--- src/rtl/exc_entry_pkg.sv ---
package exc_entry_pkg;

    localparam int WORD_W = 32;

    typedef enum logic [1:0] {
        K_BRK = 2'd0,
        K_NMI = 2'd1,
        K_BUS = 2'd2,
        K_IRQ = 2'd3
    } exc_kind_t;

    typedef enum logic [2:0] {
        S_IDLE  = 3'd0,
        S_FETCH = 3'd1,
        S_WAIT  = 3'd2,
        S_DONE  = 3'd3,
        S_HALT  = 3'd4
    } seq_state_t;

    typedef struct packed {
        logic [WORD_W-1:0] rd_addr;
        logic              erp_we;
        logic [WORD_W-1:0] erp_val;
        logic              nrp_we;
        logic [WORD_W-1:0] nrp_val;
        logic              usp_we;
        logic [WORD_W-1:0] usp_val;
        logic [WORD_W-1:0] sp_val;
        logic [WORD_W-1:0] status_val;
        logic              dslot_clr;
    } entry_frame_t;

endpackage

--- src/rtl/exc_req_arb.sv ---
module exc_req_arb
    import exc_entry_pkg::*;
(
    input  logic      req_brk,
    input  logic      req_nmi,
    input  logic      req_bus,
    input  logic      req_irq,
    output logic      any_req,
    output exc_kind_t win_kind
);

    // Fixed precedence: NMI, bus fault, break, external interrupt.
    always_comb begin
        any_req = req_brk | req_nmi | req_bus | req_irq;
        if (req_nmi) begin
            win_kind = K_NMI;
        end else if (req_bus) begin
            win_kind = K_BUS;
        end else if (req_brk) begin
            win_kind = K_BRK;
        end else begin
            win_kind = K_IRQ;
        end
    end

endmodule

--- src/rtl/exc_frame_calc.sv ---
module exc_frame_calc
    import exc_entry_pkg::*;
#(
    parameter int VEC_W = 8,
    parameter int DS_W  = 2,
    parameter int M_BIT = 9,
    parameter int U_BIT = 8
) (
    input  exc_kind_t          kind,
    input  logic [VEC_W-1:0]   trap_vec,
    input  logic [VEC_W-1:0]   fault_vec,
    input  logic [VEC_W-1:0]   irq_vec,
    input  logic [WORD_W-1:0]  cur_pc,
    input  logic [WORD_W-1:0]  cur_erp,
    input  logic [WORD_W-1:0]  cur_status,
    input  logic [WORD_W-1:0]  cur_sp,
    input  logic [WORD_W-1:0]  kern_sp,
    input  logic [WORD_W-1:0]  vec_base,
    input  logic [DS_W-1:0]    dslot_len,
    output entry_frame_t       frame
);

    localparam int PAD_W    = WORD_W - VEC_W;
    localparam int KEEP_LO  = 20;
    localparam int SHIFT_BY = 10;

    logic [VEC_W-1:0]  vec;
    logic [WORD_W-1:0] ret_base;
    logic              ret_we;
    logic [WORD_W-1:0] st;
    logic [WORD_W-1:0] vec_off;
    logic              unused_st_mid;

    always_comb begin
        vec      = '0;
        ret_base = cur_pc;
        ret_we   = 1'b1;
        st       = cur_status;
        frame    = '0;
        unique case (kind)
            K_BRK: begin
                vec      = trap_vec;
                ret_base = cur_pc + 32'd2;
            end
            K_NMI: begin
                vec           = '0;
                ret_base      = cur_erp;
                ret_we        = 1'b0;
                st[M_BIT]     = 1'b0;
                frame.nrp_we  = 1'b1;
                frame.nrp_val = cur_pc;
            end
            K_BUS: vec = fault_vec;
            K_IRQ: vec = irq_vec;
        endcase

        // Roll back an interrupted delay slot so the branch re-executes.
        if (dslot_len != '0) begin
            frame.erp_val   = ret_base - {{(WORD_W-DS_W){1'b0}}, dslot_len};
            frame.erp_we    = 1'b1;
            frame.dslot_clr = 1'b1;
        end else begin
            frame.erp_val   = ret_base;
            frame.erp_we    = ret_we;
        end

        vec_off       = {{PAD_W{1'b0}}, vec} << 2;
        frame.rd_addr = vec_base + vec_off;

        // Leaving user mode: park the user stack, switch to kernel stack.
        frame.usp_we  = cur_status[U_BIT];
        frame.usp_val = cur_sp;
        frame.sp_val  = cur_status[U_BIT] ? kern_sp : cur_sp;

        frame.status_val = {st[WORD_W-1:WORD_W-2], st[KEEP_LO-1:0], {SHIFT_BY{1'b0}}};
    end

    assign unused_st_mid = ^st[WORD_W-3:KEEP_LO];

endmodule

--- src/rtl/exc_entry_seq.sv ---
module exc_entry_seq
    import exc_entry_pkg::*;
#(
    parameter int VEC_W = 8,
    parameter int DS_W  = 2,
    parameter int M_BIT = 9,   // must be below 10 so the entry shift clears it
    parameter int U_BIT = 8    // must be below 10 so the entry shift clears it
) (
    input  logic              clk,
    input  logic              rst_n,
    input  logic              req_brk,
    input  logic              req_nmi,
    input  logic              req_bus,
    input  logic              req_irq,
    input  logic [VEC_W-1:0]  trap_vec,
    input  logic [VEC_W-1:0]  fault_vec,
    input  logic [VEC_W-1:0]  irq_vec,
    input  logic [31:0]       cur_pc,
    input  logic [31:0]       cur_erp,
    input  logic [31:0]       cur_status,
    input  logic [31:0]       cur_sp,
    input  logic [31:0]       kern_sp,
    input  logic [31:0]       vec_base,
    input  logic [DS_W-1:0]   dslot_len,
    output logic              busy,
    output logic              done,
    output logic              fatal,
    output logic              rd_valid,
    input  logic              rd_ready,
    output logic [31:0]       rd_addr,
    input  logic              rsp_valid,
    input  logic [31:0]       rsp_data,
    output logic [31:0]       new_pc,
    output logic              erp_we,
    output logic [31:0]       erp_val,
    output logic              nrp_we,
    output logic [31:0]       nrp_val,
    output logic              usp_we,
    output logic [31:0]       usp_val,
    output logic [31:0]       sp_val,
    output logic [31:0]       status_val,
    output logic              dslot_clr
);

    seq_state_t   state_q, state_d;
    exc_kind_t    kind_q, win_kind;
    logic         any_req;
    logic         nest_fault;
    entry_frame_t frame_d, frame_q;
    logic [31:0]  new_pc_q;

    exc_req_arb u_arb (
        .req_brk  (req_brk),
        .req_nmi  (req_nmi),
        .req_bus  (req_bus),
        .req_irq  (req_irq),
        .any_req  (any_req),
        .win_kind (win_kind)
    );

    exc_frame_calc #(
        .VEC_W (VEC_W),
        .DS_W  (DS_W),
        .M_BIT (M_BIT),
        .U_BIT (U_BIT)
    ) u_calc (
        .kind       (win_kind),
        .trap_vec   (trap_vec),
        .fault_vec  (fault_vec),
        .irq_vec    (irq_vec),
        .cur_pc     (cur_pc),
        .cur_erp    (cur_erp),
        .cur_status (cur_status),
        .cur_sp     (cur_sp),
        .kern_sp    (kern_sp),
        .vec_base   (vec_base),
        .dslot_len  (dslot_len),
        .frame      (frame_d)
    );

    assign nest_fault = (kind_q == K_BUS) && req_bus;

    // Next-state logic.
    always_comb begin
        state_d = state_q;
        unique case (state_q)
            S_IDLE:  if (any_req) state_d = S_FETCH;
            S_FETCH: begin
                if (nest_fault)    state_d = S_HALT;
                else if (rd_ready) state_d = S_WAIT;
            end
            S_WAIT: begin
                if (nest_fault)     state_d = S_HALT;
                else if (rsp_valid) state_d = S_DONE;
            end
            S_DONE:  state_d = S_IDLE;
            S_HALT:  state_d = S_HALT;
            default: state_d = S_IDLE;
        endcase
    end

    // State register.
    always_ff @(posedge clk or negedge rst_n) begin
        if (!rst_n) state_q <= S_IDLE;
        else        state_q <= state_d;
    end

    // Frame capture at acceptance, handler address at response.
    always_ff @(posedge clk or negedge rst_n) begin
        if (!rst_n) begin
            frame_q  <= '0;
            kind_q   <= K_BRK;
            new_pc_q <= '0;
        end else begin
            if (state_q == S_IDLE && any_req) begin
                frame_q <= frame_d;
                kind_q  <= win_kind;
            end
            if (state_q == S_WAIT && rsp_valid && !nest_fault) begin
                new_pc_q <= rsp_data;
            end
        end
    end

    // Outputs decoded from state.
    always_comb begin
        busy     = (state_q == S_FETCH) || (state_q == S_WAIT);
        done     = (state_q == S_DONE);
        fatal    = (state_q == S_HALT);
        rd_valid = (state_q == S_FETCH);
    end

    assign rd_addr    = frame_q.rd_addr;
    assign new_pc     = new_pc_q;
    assign erp_we     = frame_q.erp_we;
    assign erp_val    = frame_q.erp_val;
    assign nrp_we     = frame_q.nrp_we;
    assign nrp_val    = frame_q.nrp_val;
    assign usp_we     = frame_q.usp_we;
    assign usp_val    = frame_q.usp_val;
    assign sp_val     = frame_q.sp_val;
    assign status_val = frame_q.status_val;
    assign dslot_clr  = frame_q.dslot_clr;

    AST_DONE_PULSE: assert property (@(posedge clk) disable iff (!rst_n)
        done |=> !done);
    AST_DONE_AFTER_RSP: assert property (@(posedge clk) disable iff (!rst_n)
        $rose(done) |-> $past(rsp_valid));
    AST_BUSY_DONE_EXCL: assert property (@(posedge clk) disable iff (!rst_n)
        !(busy && done));
    AST_RD_HOLD: assert property (@(posedge clk) disable iff (!rst_n)
        (rd_valid && !rd_ready && !req_bus) |=> (rd_valid && $stable(rd_addr)));
    AST_FATAL_STICKY: assert property (@(posedge clk) disable iff (!rst_n)
        fatal |=> (fatal && !done));
    AST_STATUS_CLEAN: assert property (@(posedge clk) disable iff (!rst_n)
        done |-> (status_val[9:0] == 10'd0));
    AST_NRP_ONLY_NMI: assert property (@(posedge clk) disable iff (!rst_n)
        (rd_valid && nrp_we) |-> (rd_addr == vec_base));

endmodule

--- config.mk ---
export PLATFORM = sky130hd
export DESIGN_NAME = exc_entry_seq
export DESIGN_NICKNAME = d
export VERILOG_FILES = /design/src/rtl/exc_entry_pkg.sv /design/src/rtl/exc_req_arb.sv /design/src/rtl/exc_frame_calc.sv /design/src/rtl/exc_entry_seq.sv
export SDC_FILE = /design/constraint.sdc
export NUM_CORES = 1
export LEC_CHECK = 0
export ABC_AREA = 1
export BUFFER_PORTS_ARGS = -buffer_cell sky130_fd_sc_hd__clkbuf_2
export CAP_MARGIN = 20
export CORE_AREA = 2 2 191 193
export DETAILED_ROUTE_END_ITERATION = 16
export DIE_AREA = 0 0 193 195
export GPL_TIMING_DRIVEN = 1
export HOLD_SLACK_MARGIN = 0.15
export SLEW_MARGIN = 20
export SYNTH_ARGS = -nofsm -noshare
export SYNTH_HDL_FRONTEND = slang
export SYNTH_SLANG_ARGS = --single-unit
--- constraint.sdc ---
create_clock -name clk -period 2 [get_ports clk]
set_input_delay 0.3 -clock clk [delete_from_list [all_inputs] [get_ports clk]]
set_output_delay 0.3 -clock clk [all_outputs]
set_load 0.01 [all_outputs]
---- After elaboration in Yosys (flattened, before gate mapping) ----
Index checks and enable logic that the tools add are counted.
W data, S select, Z words.
operators by class
  equal/unequal tests ..................... 11
  mux-type cells .......................... 17
  add/subtract/negate cells ............... 3
  bitwise operators ....................... 3
  reduce and logical (&&, ||, !) cells .... 10
operators by type and width
  cell                     number
  $mux W33                 2
  $pmux W32 S2             1
  $add A32 B10 Y32         1
  $add A32 B2 Y32 const B  1
  $mux W32                 1
  $pmux W8 S4              1
  $sub A32 B2 Y32          1
  $mux W3                  5
  $pmux W3 S4              1
  $eq A2 B2 Y1 const B     3
  $eq A3 B2 Y1 const B     2
  $mux W2                  3
  $logic_and A1 B1 Y1      4
  $eq A3 B1 Y1 const B     1
  $eq A3 B3 Y1 const B     1
  $logic_not A3 Y1         1
  $mux W1                  3
  $ne A3 B1 Y1 const B     1
  $ne A3 B3 Y1 const B     1
  $or A1 B1 Y1             3
  $reduce_and A3 Y1        1
  $eq A2 B1 Y1 const B     1
  $logic_not A2 Y1         1
  $ne A2 B2 Y1 const B     1
  3 further kinds          3
word-level totals
  register bits after elaboration ......... 223
  input port bits ......................... 258

---- Logic depth before layout (Yosys ltp) ----
Gate-level depths: netlist of run 1.
  depth in word-level cells ............... 7
  depth in mapped cells ................... 22
  depth with buffers taken out ............ 20

---- Hierarchy ----
A second synthesis of run 1 with hierarchy kept.
unflattened totals
  cells, all modules ...................... 1883
  area total of the unflattened synthesis .. 14097.3 sq um
modules (own cells, without submodules)
  module          area each (sq um)  seq. area each (sq um)  instances  cells each
  exc_entry_seq   9302.7             5830.6                  1          1009
  exc_frame_calc  4763.3             0.0                     1          868
  exc_req_arb     31.3               0.0                     1          6

---- Worst setup path before layout of run 1 ----
OpenSTA, ideal clock, no wires.
  path kind ............................... input-to-reg
  start point ............................. in req_nmi
  end point ............................... reg frame_q (netlist bit rd_addr[24])
  setup slack ............................. -1.274 ns
  data required time ...................... 1.874 ns
  arrival time ............................ 3.148 ns
  stages on the path ...................... 20
  library setup time ...................... 0.126 ns
  path through ............................ buf_4 > inv_2 > nand2_2 > nor2_2 > nand2_1 > a21oi_1 > ha_1 > inv_1 > fa_1 > nand3b_1 > nand2_1 > a21oi_1 > o21ai_0 > nand2_1 > nor2_1 > nand2_1 > nor2_1 > nand2_1 > o21ai_0 > o21ai_0
on the way
  word-level cells in the longest chain between the ends .. 4
ends and longest elaborated chain
  element                                                         RTL line                                    text
  from (decl)                                                     exc_entry_seq.sv:12                         input logic req_nmi,
  $mux W2 / $or A1 B1 Y1 (equally long branches)                  exc_req_arb.sv:15, exc_req_arb.sv:14
  $eq A2 B2 Y1, or another cell as far along                      exc_frame_calc.sv:40                        unique case (kind)
  $pmux W8 S4 / $or A1 B1 Y1 (equally long branches)              exc_frame_calc.sv:40, exc_req_arb.sv:14
  $add A32 B10 Y32 / $logic_and A1 B1 Y1 (equally long branches)  exc_frame_calc.sv:68, exc_entry_seq.sv:115
  to (signal assigned)                                            exc_entry_seq.sv:116                        frame_q <= frame_d;
  to (decl)                                                       exc_entry_seq.sv:49                         entry_frame_t frame_d, frame_q;
Several ways; a longest one is shown, not always the timed one.
A chain may end at the register's enable or synchronous reset.

---- Worst setup path after layout of run 1 ----
  start point ............................. in req_bus
  end point ............................... reg frame_q (netlist bit rd_addr[19])
on the way
  word-level cells in the longest chain between the ends .. 5
ends and longest elaborated chain
  element                                     RTL line              text
  from (decl)                                 exc_entry_seq.sv:13   input logic req_bus,
  $mux W2                                     exc_req_arb.sv:17     end else if (req_bus) begin
  $mux W2                                     exc_req_arb.sv:15     if (req_nmi) begin
  $eq A2 B2 Y1, or another cell as far along  exc_frame_calc.sv:40
  $pmux W8 S4                                 exc_frame_calc.sv:40
  $add A32 B10 Y32                            exc_frame_calc.sv:68  frame.rd_addr = vec_base + vec_off;
Several ways; a longest one is shown, not always the timed one.

==> results of run 1 <==
worst paths after layout:
check | from | end | slack (ns) | cells past startpoint
setup / recovery | req_bus | rd_addr[19] | -0.32 | 21
hold / removal | vec_base[2] | rd_addr[2] | 0.17 | 4
setup reg to reg | state_q[0] | erp_val[2] | 0.14 | 8
hold reg to reg | erp_val[31] | erp_val[31] | 0.48 | 2
max in group asynchronous | rst_n | nrp_val[13] | 1.04 | 3
min in group asynchronous | rst_n | status_val[13] | 0.26 | 2
stage by stage:
step,total power [uW],cells,hold slack [ns]
after detailed placement,18500,2636,0.257
after global routing,25500,2867,0.192
after CTS,23800,2855,0.175
final,23800,2867,0.173
after global placement,18300,2636,0.255
after floorplan,13400,1590,0.00441
where the power goes:
part,internal [uW],switching [uW]
clock,2730,1990
sequential,6770,1300
combinational,4490,6500
worst max-delay path: stages:
cell	delay [ns]
buf_8	0.11
buf_12	0.12
inv_12	0.05
nand2_8	0.06
nor2_4	0.15
buf_12	0.12
inv_6	0.03
buf_8	0.12
buf_4	0.13
nor2_4	0.07
a21oi_2	0.05
ha_4	0.31
nand2_4	0.06
nor2_4	0.13
nand3_2	0.11
o2111ai_4	0.14
nand2_4	0.12
buf_4	0.17
nor3_4	0.17
xnor2_2	0.14
o21ai_1	0.08
kinds of logic after synthesis:
family | share of synthesized area (%)
xor gates and xnor gates | 2.61
muxes | 2.99
and+or+nand+nor | 31.3
AOI/OAI and AO/OA | 9.14
other | 0.0311
DFF | 46.1
adders and majority gates | 1.47
buffers and inverters | 6.43
registers in the layout, indices dropped and copies added (netlist names):
| signal | count |
|---|---|
| nrp_val | 32 |
| erp_we | 1 |
| kind_q | 2 |
| rd_addr | 32 |
| dslot_clr | 1 |
| state_q | 3 |
| status_val | 22 |
| erp_val | 32 |
| sp_val | 32 |
| usp_val | 32 |
| nrp_we | 1 |
| new_pc | 32 |
layout make-up:
| cell class | count | area (um^2) | area share (%) |
|---|---|---|---|
| clock inverter | 11 | 100 | 0.513 |
| clock buffer | 35 | 744 | 3.82 |
| antenna | 1 | 2.50 | 0.0128 |
| timing repair buffer | 836 | 5770 | 29.6 |
| tap | 461 | 577 | 2.96 |
| multi-input combinational | 1185 | 6310 | 32.3 |
| sequential | 222 | 5560 | 28.5 |
| inverter | 116 | 459 | 2.35 |
synthesized netlist by cell type (all sizes together) (2+ instances only):
| cell | n |
|---|---|
| xor2 | 20 |
| dfrtp | 222 |
| mux2 | 32 |
| nand3 | 88 |
| o21bai | 3 |
| nand3b | 3 |
| clkbuf | 24 |
| nand2 | 582 |
| o21ai | 119 |
| buf | 43 |
| a31oi | 7 |
| ha | 11 |
| a21oi | 66 |
| inv | 113 |
| or2 | 5 |
| a22o | 3 |
| xnor2 | 16 |
| nor2 | 170 |
| nand4 | 21 |
| fa | 2 |
| clkinv | 3 |
| o22ai | 4 |
| nor3 | 12 |
repair_timing:
action,CTS,global route
hold buffers,156,0
setup endpoints to repair,48,84
setup buffers,19,12
cloned,0,0
gates resized for setup,80,60
hold endpoints to repair,377,0
pin swaps,54,27
per-layer routing:
| metal | wire length (um) | up-vias | GRT usage (%) |
|---|---|---|---|
| li1 | - | 6637 | - |
| met1 | 19800 | 6296 | 30.3 |
| met2 | 22700 | 489 | 42.4 |
| met3 | 3420 | 141 | 5.28 |
| met4 | 2360 | 4 | 11.1 |
| met5 | 27 | - | 0 |
==> flow_summary.toml, run 1 <==
[clocking]
cts_buffers = 26
insertion_delay_ns = 0.55
cts_root_buffer = "clkbuf_16"
cts.sinks = 222
path_clk_slew_ns = 0.06
h-tree-depth = 1
clockBufferDepth = 3
cts_tree = "yes"

[critical_path]
arrival_ns = 2.74
worst_setup_path_end_kind = "flop"
crit_required_ns = 2.42
critPathLaunchType = "input pin"
worstPathMaxFanout = 8
worst-setup-path-type = "in -> reg"

[flow_run]
maxCapViolations = 0

[synthesis]
yosys-top-cells-area = "dfrtp_1 46%, nand2_1 18%, o21ai_0 4.8%, nor2_1 4.4%, nand3_1 3.4%"
async_reset_ff_share_pct = 100
ys_seq_area_share_pct = 46.1
ys_warn_count = 0
synth_top_area_cell = "dfrtp_1"
ys_ff_latch = 222
syn_area_per_cell_um2 = 7.63
synth_top_cell_area_share_pct = 46.1
synth_area_um2 = 12100
synth_edf_count = 0
synth_cell_types = 51
synth_ff_type = "dfrtp_1"
syn_inst = 1581

[global_routing]
grt_overflow_total = 0
antenna_found_initial = 3
grt_pass1_wl_um = 74200
grt_pass1_vias = 14100
grt_max_degree = 55
grt_use_total_pct = 25.0

[finish]
post-route-util_pct = 55.1
drive_above_1_share_pct = 37.7
final_cell_mix = "550 x nand2_1, 465 x clkbuf_2, 221 x dfrtp_1"
nFillCells = 3248
synthToLayoutAreaGrowth_pct = 61.8
final_area_um2 = 19500
final_nets = 2658
final_common_cell = "nand2_1"

[die]
fp-row-count = 69
die_w_um = 193
initial_core_util_pct = 34.1
pin_count = 490
die_y_um = 195
die_area_um2 = 37600
fp.coreArea_um2 = 35400

[detailed_routing]
num_vias = 13600
via_per_inst = 4.73
dr.first_iter.drc_count = 754
drt_pass1_iterations = 5
wl_um = 48300
postRouteAntennaNets = 0
wl_per_cell_um = 16.8
drc = 0

[sta]
rsz0062_at_grt = "true"
period_needed_ns = 2.32
clock_skew_ns = 0.0192
hold_viol = 0
period_share_pct = 116
setup_viol = 44
setup_tns_ns = -8.24
setup_ws_ns = -0.321
drv_slew = 0
max_freq_ghz = 0.431

[status]
violations = "setup timing"
status = "finished, violations left"

[placement]
dp_slack_ns = -1.11
gp_congestion = 0.920
dp_hpwl_um = 36000
placed_area_um2 = 16300
portBuffers = 469

[power]
power_density_nw_per_um2 = 1220
power_leakage_uw = 0.0102
ir_drop_uv = 937

[worst_hold_path]
min_path_type = "in -> reg"
Note: power is estimated with default switching activity, not from simulation.
==> run 2: changes to the inputs <==
--- a/config.mk
+++ b/config.mk
@@ -8,9 +8,10 @@
 export ABC_AREA = 1
 export BUFFER_PORTS_ARGS = -buffer_cell sky130_fd_sc_hd__clkbuf_2
 export CAP_MARGIN = 20
-export CORE_AREA = 2 2 191 193
+export CORE_ASPECT_RATIO = 0.7
+export CORE_MARGIN = 2
+export CORE_UTILIZATION = 25
 export DETAILED_ROUTE_END_ITERATION = 16
-export DIE_AREA = 0 0 193 195
 export GPL_TIMING_DRIVEN = 1
 export HOLD_SLACK_MARGIN = 0.15
 export SLEW_MARGIN = 20
==> constraint.sdc (replaced) <==
create_clock -name clk -period 2 [get_ports clk]
set_input_delay 0.3 -clock clk [delete_from_list [all_inputs] [get_ports clk]]
set_output_delay 0.3 -clock clk [all_outputs]
set_load 0.1 [all_outputs]
==> run 2 against run 1 <==
  * Worst setup slack better by 0.050 ns
  * Global-route usage down 5.3 points
  * Largest cell class unchanged
  * Register-to-register slack about the same
  * The run still ends with setup timing left
  * Critical path depth unchanged
  * Highest routed layer unchanged
  * Die area up 33%
  * First-iteration DRC count up 21%
  * Sequential cell count unchanged
==> flow_summary.toml, run 2 (same netlist as run 1, synthesis figures left out) <==
[clocking]
cts.sinks = 222
cts_tree = "yes"
cts_root_buffer = "clkbuf_16"
h-tree-depth = 1
cts_buffers = 26
insertion_delay_ns = 0.56
path_clk_slew_ns = 0.07
clockBufferDepth = 3

[sta]
setup_viol = 36
period_needed_ns = 2.27
setup_ws_ns = -0.271
period_share_pct = 114
setup_tns_ns = -4.70
rsz0062_at_grt = "true"
slew_headroom_pct = 53.4
max_freq_ghz = 0.440
hold_viol = 0
drv_slew = 0
max_slew.worst_pin.slew_ns = 0.702
hold_ws_ns = 0.194
clock_skew_ns = 0.0293

[die]
pin_count = 490
fp-row-count = 67
die_y_um = 188
die_w_um = 267
die_area_um2 = 50000
initial_core_util_pct = 25.2
fp.coreArea_um2 = 47800

[finish]
final_nets = 2689
nFillCells = 4737
final_cell_mix = "556 x nand2_1, 461 x clkbuf_2, 222 x dfrtp_1"
drive_above_1_share_pct = 38.3
post-route-util_pct = 42.4
synthToLayoutAreaGrowth_pct = 68.1
final_common_cell = "nand2_1"

[flow_run]
maxCapViolations = 0

[critical_path]
cpPeakStageDelay_ns = 0.36
critPathLaunchType = "input pin"
crit_top_cell = "nand2_1"
crit_family = "simple AND/OR/NAND/NOR gates"
crit_required_ns = 2.45
worstPathMaxFanout = 4
worst_setup_path_end_kind = "flop"
slowest_stage = "fa_2"
worst-setup-path-type = "in -> reg"
crit_chain = "clkbuf_16 -> nor2_4 -> nor2_4 -> nor2_4 -> buf_6 -> nand2_1 -> nand2_1 -> o21a_1 -> inv_1 -> fa_2 -> nand3b_1 -> nand2_2 -> a21oi_4 -> o21ai_2 -> nand2_1 -> nor2_2 -> nand2_1 -> nor2_4 -> nand2_1 -> o21ai_1 -> o21ai_1"
arrival_ns = 2.72
critPathBufInv = 3

[status]
violations = "setup timing"
status = "finished, violations left"

[detailed_routing]
drt_pass1_iterations = 5
via_per_inst = 4.57
wl_um = 51300
num_vias = 14000
drc = 0
dr.first_iter.drc_count = 909
wl_per_cell_um = 16.7
postRouteAntennaNets = 0

[global_routing]
antenna_found_initial = 4
grt_pass1_wl_um = 78400
grt_pass1_vias = 14100
grt_overflow_total = 0
grt_max_degree = 66
grt_use_total_pct = 19.6

[placement]
portBuffers = 469
dp_hpwl_um = 38100
gp_congestion = 0.948

[worst_hold_path]
min_path_type = "in -> reg"
==> run 2: routing by layer <==
| layer | GRT usage [%] | wire length (um) | vias up |
|---|---|---|---|
| met1 | 26.5 | 23100 | 6627 |
| met2 | 31.3 | 22700 | 526 |
| met5 | 0 | 26 | - |
| met4 | 5.51 | 1600 | 4 |
| li1 | - | - | 6729 |
| met3 | 4.54 | 3790 | 110 |
==> run 2: worst min-delay path, delay by kind of cell <==
| family | cells | cell delay, ns |
|---|---|---|
| buf+inv | 3 | 0.32 |
| compound gates | 1 | 0.08 |
==> run 2: cell type report <==
type                            count  area [um^2]  share of cell area, %
Inverter                          116          463                   2.28
Clock inverter                     14          264                   1.30
Multi-Input combinational cell   1185         6300                   31.1
Timing Repair Buffer              867         6150                   30.4
Antenna cell                        2         5.00                 0.0247
Tap cell                          621          777                   3.83
Sequential cell                   222         5560                   27.4
Clock buffer                       34          751                   3.70
==> run 2: repair_timing <==
item,CTS,global route
buffers inserted,22,25
endpoints found under the hold margin,243,0
cloned,0,1
hold buffers,159,0
endpoints found under the setup margin,48,73
pin swaps,51,51
gates resized for setup,70,71
==> run 2: per-stage QoR <==
step	setup slack (ns)	cell area (um^2)	cells
3_3_place_gp	-1.06	16700	2808
4_1_cts	-0.197	19700	3035
5_1_grt	-0.443	20300	3059
6_report	-0.271	20300	3061
2_1_floorplan	-0.898	12300	1590
3_5_place_dp	-1.08	16700	2808
==> run 2: worst paths after layout <==
path	startpoint	endpoint	slack [ns]	cells after the start
worst max-delay path	req_bus	rd_addr[24]	-0.27	21
worst min-delay path	cur_pc[8]	nrp_val[8]	0.19	4
worst max register to register	state_q[1]	nrp_val[18]	0.15	9
worst min register to register	status_val[17]	status_val[17]	0.48	2
max in group asynchronous	rst_n	nrp_val[15]	0.97	3
min in group asynchronous	rst_n	state_q[1]	0.31	2
Power of run 2 is not shown: default switching activity piles up to over one toggle a cycle in this logic, so the estimate is an artifact.
==> run 3: changes to the inputs <==
--- a/config.mk
+++ b/config.mk
@@ -8,7 +8,6 @@
 export ABC_AREA = 1
 export BUFFER_PORTS_ARGS = -buffer_cell sky130_fd_sc_hd__clkbuf_2
 export CAP_MARGIN = 20
-export CORE_ASPECT_RATIO = 0.7
 export CORE_MARGIN = 2
 export CORE_UTILIZATION = 25
 export DETAILED_ROUTE_END_ITERATION = 16
==> run 3 against run 2 <==
  * The flow still finishes with violations (setup timing)
  * Clock-buffer cell count up 5
  * Via count barely moved
  * First-iteration DRC count rose by 2.4%
  * Critical path type unchanged
  * Hold slack got worse by 0.033 ns
  * Sequential share of layout area up 0.075 points
  * Final area fell by 0.27%
  * Worst setup slack lost 0.16 ns
  * Core utilization barely moved
  * Die area about the same
==> flow_summary.toml, run 3 (same netlist as run 1, synthesis figures left out) <==
[status]
status = "finished, violations left"
violations = "setup timing"

[finish]
final_common_cell = "nand2_1"
final_area_um2 = 20200
nFillCells = 4678
layout.cells.non_filler = 3065
final_cell_mix = "550 x nand2_1, 461 x clkbuf_2, 222 x dfrtp_1"
regArea_um2 = 5560
synthToLayoutAreaGrowth_pct = 67.6
final_nets = 2698
multi_input_comb_area_um2 = 6360
drive_above_1_share_pct = 38.6

[worst_hold_path]
min_path_type = "in -> reg"

[critical_path]
arrival_ns = 2.87
cpPeakStageDelay_ns = 0.35
reg2reg_slack_ns = 0.17
slowest_stage = "fa_2"
worst_setup_path_end_kind = "flop"
crit_chain = "buf_8 -> buf_12 -> inv_12 -> nand2_8 -> buf_6 -> nor2_4 -> inv_6 -> nor2_1 -> a21oi_2 -> ha_2 -> inv_2 -> fa_2 -> nand3b_1 -> nand2_2 -> a21oi_2 -> o21ai_2 -> nand2_2 -> nor2_4 -> nand2_2 -> nor2_4 -> nand2_2 -> o21ai_2 -> o21ai_1"
worst-setup-path-type = "in -> reg"
critPathBufInv = 6
crit_top_cell = "nand2_2"
crit_required_ns = 2.45
worstPathMaxFanout = 3
critPathLaunchType = "input pin"
crit_family = "simple AND/OR/NAND/NOR gates"

[sta]
clock_skew_ns = 0.0124
period_needed_ns = 2.43
rsz0062_at_grt = "true"
max_freq_ghz = 0.412
max_slew.worst_pin.slew_ns = 0.683
slew_headroom_pct = 54.6
hold_ws_ns = 0.161
setup_viol = 44
setup_ws_ns = -0.426
drv_slew = 0
hold_viol = 0
period_share_pct = 121

[die]
pin_count = 490
die_w_um = 224
initial_core_util_pct = 25.3
fp.coreArea_um2 = 47600
fp-row-count = 80
die_area_um2 = 50000
die_y_um = 224

[detailed_routing]
postRouteAntennaNets = 0
wl_per_cell_um = 16.8
num_vias = 14000
wl_um = 51500
drc = 0
dr.first_iter.drc_count = 931
via_per_inst = 4.57
drt_pass1_iterations = 7

[placement]
dp.cells = 2823
dp_hpwl_um = 38900
placed_area_um2 = 16800
portBuffers = 469
gp_congestion = 0.902

[clocking]
cts_tree = "yes"
cts_buffers = 27
insertion_delay_ns = 0.56
h-tree-depth = 1
path_clk_slew_ns = 0.07
clockBufferDepth = 3
cts_root_buffer = "clkbuf_16"
cts.sinks = 222

[global_routing]
antenna_found_initial = 2
grt_pass1_wl_um = 78800
grt_max_degree = 59
grt_overflow_total = 0
grt_use_total_pct = 19.9
grt_pass1_vias = 14200

[flow_run]
maxCapViolations = 0
[run 3: cell types whose count changed in the layout (fill, tap and decap cells not counted), sizes merged]
cell         before  now
clkinvlp          3    2
clkinv            7    9
buf             241  249
dlygate4sd3     159  163
bufinv            7    3
clkbuf          501  502
[run 3: layer usage]
layer | vias up | GRT usage (%) | wire (um)
met2 | 554 | 35.5 | 25700
met4 | 0 | 7.23 | 1800
met1 | 6600 | 24.0 | 20600
met5 | - | 0 | 0
li1 | 6743 | - | -
met3 | 108 | 3.63 | 3430
[run 3: timing repair]
action	CTS	global route
pin swaps	53	45
gates resized for setup	90	76
endpoints found under the hold margin	370	0
setup buffers	19	12
hold buffers	163	0
setup endpoints to repair	54	93
[run 3: cell type report]
| cell class | instances | share of cell area, % |
|---|---|---|
| Antenna cell | 2 | 0.0248 |
| Clock buffer | 39 | 3.71 |
| Clock inverter | 11 | 0.706 |
| Inverter | 116 | 2.28 |
| Multi-Input combinational cell | 1185 | 31.4 |
| Sequential cell | 222 | 27.5 |
| Tap cell | 615 | 3.81 |
| Timing Repair Buffer | 875 | 30.5 |
[run 3: worst min-delay path: stages]
cell and delay (ns):
clkbuf_2 0.11, ha_2 0.16, nand2_1 0.06, nand2_1 0.05
[run 3: worst paths after layout]
kind / from / to / cells after the start
worst max-delay path: req_bus / rd_addr[24] / 23
worst min-delay path: vec_base[2] / rd_addr[2] / 4
worst max register to register: state_q[0] / new_pc[29] / 5
worst min register to register: erp_val[30] / erp_val[30] / 2
max in group asynchronous: rst_n / nrp_val[7] / 3
min in group asynchronous: rst_n / sp_val[5] / 2
[run 3: per-stage QoR]
stage | TNS [ns] | util, % | worst slack, ns
after global placement | -44.64 | 35.3 | -1.10
after CTS | -9.43 | 41.6 | -0.368
final | -10.00 | 42.4 | -0.426
after detailed placement | -48.23 | 35.3 | -1.11
after floorplan | -22.81 | - | -0.898
after global routing | -16.34 | 42.4 | -0.580
Power of run 3 is left out for the same reason.
